[config.mk]
export PLATFORM = sky130hd
export DESIGN_NAME = burst_col_gen
export DESIGN_NICKNAME = d
export VERILOG_FILES = /design/src/rtl/colgen_pkg.sv /design/src/rtl/colgen_decode.sv /design/src/rtl/colgen_order.sv /design/src/rtl/colgen_ctrl.sv /design/src/rtl/burst_col_gen.sv
export SDC_FILE = /design/constraint.sdc
export NUM_CORES = 1
export LEC_CHECK = 0
export ABC_CLOCK_PERIOD_IN_PS = 2800
export CAP_MARGIN = 20
export CORE_ASPECT_RATIO = 0.75
export CORE_UTILIZATION = 55
export DETAILED_ROUTE_END_ITERATION = 12
export DONT_BUFFER_PORTS = 1
export PLACE_DENSITY = 0.75
export RECOVER_POWER = 100
export SLEW_MARGIN = 20
export SYNTH_ARGS = -nofsm -noshare
export SYNTH_HDL_FRONTEND = slang
export SYNTH_SLANG_ARGS = --single-unit
export TNS_END_PERCENT = 100
[constraint.sdc]
create_clock -name clk -period 2.8 [get_ports clk]
set_clock_uncertainty 0.15 [all_clocks]
set_input_delay 0.7 -clock clk [delete_from_list [all_inputs] [get_ports clk]]
set_output_delay 0.7 -clock clk [all_outputs]
set_load 0.02 [all_outputs]
[src/rtl/colgen_pkg.sv]
package colgen_pkg;

   // Burst length encodings
   localparam logic [2:0] LEN_1    = 3'b000;
   localparam logic [2:0] LEN_2    = 3'b001;
   localparam logic [2:0] LEN_4    = 3'b010;
   localparam logic [2:0] LEN_8    = 3'b011;
   localparam logic [2:0] LEN_FULL = 3'b111;

   // Largest fixed burst is 2**MAX_FIXED_LOG beats
   localparam int MAX_FIXED_LOG = 3;

   typedef struct packed {
      logic [2:0] len;
      logic       ilv;
   } burst_mode_t;

endpackage

[src/rtl/colgen_decode.sv]
module colgen_decode
   import colgen_pkg::*;
#(
   parameter int COL_W = 10
) (
   input  logic [2:0]       len_code,
   output logic [COL_W-1:0] wrap_mask,
   output logic             full_page
);

   localparam int FIX_BITS = MAX_FIXED_LOG;

   logic [COL_W-1:0] fixed_mask;

   assign full_page = (len_code == LEN_FULL);

   // Low bits that count within a fixed burst: len_code of them
   genvar gi;
   generate
      for (gi = 0; gi < COL_W; gi++) begin : g_mask
         if (gi < FIX_BITS) begin : g_low
            assign fixed_mask[gi] = ~len_code[2] & (int'(len_code[1:0]) > gi);
         end else begin : g_high
            assign fixed_mask[gi] = 1'b0;
         end
      end
   endgenerate

   assign wrap_mask = full_page ? {COL_W{1'b1}} : fixed_mask;

endmodule

[src/rtl/colgen_order.sv]
module colgen_order #(
   parameter int COL_W = 10
) (
   input  logic [COL_W-1:0] base_col,
   input  logic [COL_W-1:0] beat_cnt,
   input  logic [COL_W-1:0] wrap_mask,
   input  logic             ilv_sel,
   output logic [COL_W-1:0] col
);

   logic [COL_W-1:0] seq_sum;
   logic [COL_W-1:0] ilv_val;

   assign seq_sum = base_col + beat_cnt;
   assign ilv_val = base_col ^ beat_cnt;

   // Per bit: counting bits take the ordered value, others keep the base
   genvar gi;
   generate
      for (gi = 0; gi < COL_W; gi++) begin : g_bit
         assign col[gi] = wrap_mask[gi] ? (ilv_sel ? ilv_val[gi] : seq_sum[gi])
                                        : base_col[gi];
      end
   endgenerate

endmodule

[src/rtl/colgen_ctrl.sv]
module colgen_ctrl
   import colgen_pkg::*;
#(
   parameter int COL_W = 10
) (
   input  logic             clk,
   input  logic             rst_n,
   input  logic             cmd_new,
   input  logic             cmd_stop,
   input  logic             cmd_term,
   input  logic [COL_W-1:0] start_col,
   input  burst_mode_t      mode_in,
   input  logic [COL_W-1:0] wrap_mask,
   input  logic             full_page,
   output burst_mode_t      mode_q,
   output logic [COL_W-1:0] base_q,
   output logic [COL_W-1:0] cnt_q,
   output logic             act_q,
   output logic             at_last
);

   // Last beat of a fixed burst: the count equals N-1, which is the mask
   assign at_last = (cnt_q == wrap_mask) && !full_page;

   always_ff @(posedge clk or negedge rst_n) begin
      if (!rst_n) begin
         act_q  <= 1'b0;
         cnt_q  <= '0;
         base_q <= '0;
         mode_q <= '0;
      end else if (cmd_new) begin
         act_q  <= 1'b1;
         cnt_q  <= '0;
         base_q <= start_col;
         mode_q <= mode_in;
      end else if (act_q) begin
         if (cmd_term) begin
            act_q <= 1'b0;
         end else if (cmd_stop && full_page) begin
            act_q <= 1'b0;
         end else if (at_last) begin
            act_q <= 1'b0;
         end else begin
            cnt_q <= cnt_q + 1'b1;
         end
      end
   end

endmodule

[src/rtl/burst_col_gen.sv]
module burst_col_gen
   import colgen_pkg::*;
#(
   parameter int COL_W = 10
) (
   input  logic             clk,
   input  logic             rst_n,
   input  logic             cmd_new,
   input  logic             cmd_stop,
   input  logic             cmd_term,
   input  logic [COL_W-1:0] start_col,
   input  logic [2:0]       len_code,
   input  logic             ilv_mode,
   output logic [COL_W-1:0] col_out,
   output logic             burst_act
);

   generate
      if (COL_W < MAX_FIXED_LOG + 1) begin : g_bad_width
         $error("burst_col_gen: COL_W must exceed the largest fixed burst width");
      end
   endgenerate

   burst_mode_t      mode_in;
   burst_mode_t      mode_q;
   logic [COL_W-1:0] base_q;
   logic [COL_W-1:0] cnt_q;
   logic [COL_W-1:0] wrap_mask;
   logic             full_page;
   logic             at_last;
   logic             ilv_eff;

   assign mode_in.len = len_code;
   assign mode_in.ilv = ilv_mode;

   colgen_decode #(.COL_W(COL_W)) u_decode (
      .len_code  (mode_q.len),
      .wrap_mask (wrap_mask),
      .full_page (full_page)
   );

   colgen_ctrl #(.COL_W(COL_W)) u_ctrl (
      .clk       (clk),
      .rst_n     (rst_n),
      .cmd_new   (cmd_new),
      .cmd_stop  (cmd_stop),
      .cmd_term  (cmd_term),
      .start_col (start_col),
      .mode_in   (mode_in),
      .wrap_mask (wrap_mask),
      .full_page (full_page),
      .mode_q    (mode_q),
      .base_q    (base_q),
      .cnt_q     (cnt_q),
      .act_q     (burst_act),
      .at_last   (at_last)
   );

   // Full-page bursts always count sequentially
   assign ilv_eff = mode_q.ilv & ~full_page;

   colgen_order #(.COL_W(COL_W)) u_order (
      .base_col  (base_q),
      .beat_cnt  (cnt_q),
      .wrap_mask (wrap_mask),
      .ilv_sel   (ilv_eff),
      .col       (col_out)
   );

endmodule

==> impl_metrics.tcl <==
set metrics [dict create \
    status "finished with violations" \
    violations "negative setup slack" \
    seq_area_um2 629 \
    dieArea_um2 3370 \
    fmax_ghz 0.323 \
    final_util_pct 71.5 \
    switching_share_pct 32.9 \
    max_stage_delay_ns 0.45 \
    grt_pass1_vias 1410 \
    slew_violations 0 \
    drtIter0Drc 87 \
    clkPwrFrac_pct 23.7 \
    crit_path_start_kind "register" \
    grt_use_total_pct 26.3 \
    arrival_ns 2.24 \
    drtAntennaViolNets 0 \
    place.gp.congestion 0.822 \
    final_area_um2 2110 \
    path_max_fanout 3 \
    total_power_mw 0.926 \
    leakagePower_nw 0.911 \
    start_util_pct 58.5 \
    synthToLayoutAreaGrowth_pct 22.3 \
    ctsHtreeMaxLevel 1 \
    clock_latency_ns 0.28 \
    numPortBuffers 0 \
    grt_max_degree 32 \
    hold_viol_final 0 \
    finalCritPeriodShare_pct 110 \
    timing.critical_path.to_type "primary output" \
    tightest_slew_ns 1.36 \
    rows 17 \
    num_antenna_cells 0 \
    cts_tree "built" \
    viasPerCell 6.06 \
    synth_flop_cell "dfrtp_1" \
    final.setup.tns_ns -1.12 \
    drc 0 \
    drt_first_pass_iters 4 \
    path_clk_slew_ns 0.09 \
    synthTopCellsByArea "dfrtp_1 (36%), mux2_2 (9.1%), ha_1 (7.2%)" \
    preCtsSetupSlack_ns -0.130 \
    root_buffer "clkbuf_8" \
    nFillCells 220 \
    multi_input_area_um2 1160 \
    num_io_pins 30 \
    switchingPower_mw 0.305 \
    coreArea_um2 2960 \
    ys_warn_count 0 \
    nets 235 \
    post_dp_cell_area_um2 1930 \
    routed_wl_um 4150 \
    path_cells "ha_4 -> a211oi_2 -> o21bai_2 -> a211o_1 -> a31oi_2 -> xor2_1 -> o21ai_1 -> buf_4" \
    async_flop_share_pct 100 \
    wl_per_cell_um 17.1 \
    yosysUniqueCellTypes 39 \
    cp_slowest_cell "dfrtp_2" \
    power_frac_seq_pct 44.9 \
    powerDensity_nw_per_um2 438 \
    grt_overflow 0 \
    postSynthAreaPerCell_um2 9.71 \
    cts_sinks 25 \
    final.min_clock_period_ns 3.09 \
    synth-edff-count 0 \
    rsz0062_at_grt "true" \
    cts_buffers 3 \
    pwr-share-comb_pct 31.5 \
    setup_violations 6 \
    antenna_found_initial 0 \
    hp-class "input port to register" \
    grt_pass1_wl_um 6540 \
    hold_ws_ns 0.330 \
    crit_required_ns 1.95 \
    drive_gt1_share_pct 35.8 \
    die_h_um 50.6 \
    layout_setup_ws_ns -0.294 \
    vias 1466 \
    ys_seq_area_share_pct 36.2 \
    ff2ff_setup_slack_ns 0.41 \
    worst-setup-path-type "register to primary output" \
    die_x_um 66.7 \
    dp_hpwl_um 2910 \
    instances_no_fill 242 \
    syn_nets 208 \
    syn_area_um2 1730 \
    syn_inst 178 \
    cts_max_path_buffers 2 \
    ys_ff_latch 25 \
    synth_top_cell_by_area "dfrtp_1" \
    maxCapViolCount 0 \
    max_slew_margin_pct 9.05 \
    place_inst 233 \
    vdd_drop_max_mv 0.353 \
    power.internal_mw 0.621 \
    yosysTopAreaCellShare_pct 36.2 \
]
## state kept, by name, indices dropped and copies added (netlist names)
register       cells
u_ctrl.cnt_q      10
u_ctrl.mode_q      4
u_ctrl.act_q       1
u_ctrl.base_q     10
## worst max-delay path, delay by kind of cell, from the launching register on
family	cells	cell delay, ns
adder cells (fa/ha/maj)	1	0.26
buffers and inverters	1	0.16
XOR/XNOR	1	0.18
AO/OA/AOI/OAI	5	0.93
flip-flops	1	0.45
## power groups by stage
| stage | clock network, mW | logic [mW] | registers [mW] |
|---|---|---|---|
| 6_report | 0.219 | 0.291 | 0.415 |
| 5_1_grt | 0.238 | 0.316 | 0.418 |
| 4_1_cts | 0.225 | 0.278 | 0.412 |
| 3_5_place_dp | 0 | 0.256 | 0.417 |
| 3_3_place_gp | 0 | 0.244 | 0.416 |
| 2_1_floorplan | 0 | 0.181 | 0.414 |
## Yosys cell counts (2+ instances only)
cell type	count
mux2_2	14
o21ai_0	12
nand2_1	11
xor2_1	6
a21o_1	3
a31oi_1	3
dfrtp_1	25
nor2_1	12
and3_1	3
mux2i_1	3
nor3_1	5
nor3b_1	2
nor2b_1	4
nand4_1	3
a2111oi_2	2
a21oi_1	10
o21bai_1	2
mux2_1	4
nand3_1	6
clkbuf_1	2
nand2b_1	3
a211oi_1	3
inv_1	6
buf_1	3
ha_1	10
xnor2_1	6
nand3b_1	2
or2_2	2
## worst paths after layout
check                                 startpoint          endpoint  cells after the start
worst max register to register  u_ctrl.mode_q[2]   u_ctrl.cnt_q[9]                      7
min in group asynchronous                  rst_n   u_ctrl.cnt_q[0]                      1
worst min register to register  u_ctrl.base_q[9]  u_ctrl.base_q[9]                      1
max in group asynchronous                  rst_n   u_ctrl.cnt_q[8]                      1
worst max-delay path            u_ctrl.base_q[1]        col_out[7]                      8
worst min-delay path                     cmd_new   u_ctrl.cnt_q[1]                      1
## layer usage
layer  GRT usage, %  share of wire, %
met5              0                 0
met4           10.3               3.2
met3           6.14               5.0
met2           43.6                49
met1           32.9                43
## cells by family (layout without fill, tap and decap cells)
family                     after synthesis  after routing  share of synthesized area [%]
muxes                                   21             21                           13.5
AOI/OAI and AO/OA                       40             40                           15.9
adders and majority gates               11             11                           8.39
and+or+nand+nor                         57             57                           17.1
buffers and inverters                   12             38                           2.82
DFF                                     25             25                           36.2
xor gates and xnor gates                12             12                           6.08
## placed cells by master, fill, tap and decap left out, types with 5 or more instances in the layout
cell type,n
dfrtp_1,22
nand2_1,11
nor2_1,12
o21ai_0,6
ha_1,6
mux2_2,14
nand3_1,5
xor2_1,6
a21oi_1,6
buf_4,23
inv_1,6
xnor2_1,6
## area by class of cell
cell class                      instances  share of cell area [%]
Multi-Input combinational cell        141                    55.0
Sequential cell                        25                    29.8
Timing Repair Buffer                   28                    9.76
Tap cell                               38                    2.25
Clock buffer                            3                    1.95
Inverter                                6                    1.07
Clock inverter                          1                   0.237
## timing repair
action                                  in CTS  in global routing
endpoints found under the setup margin       6                  7
pin swaps                                   14                 15
hold buffers                                 1                  0
hold endpoints to repair                    25                  0
cloned                                       0                  0
setup buffers                                2                  2
gates resized for setup                     11                 15
Power figures use the tool's default switching activity.
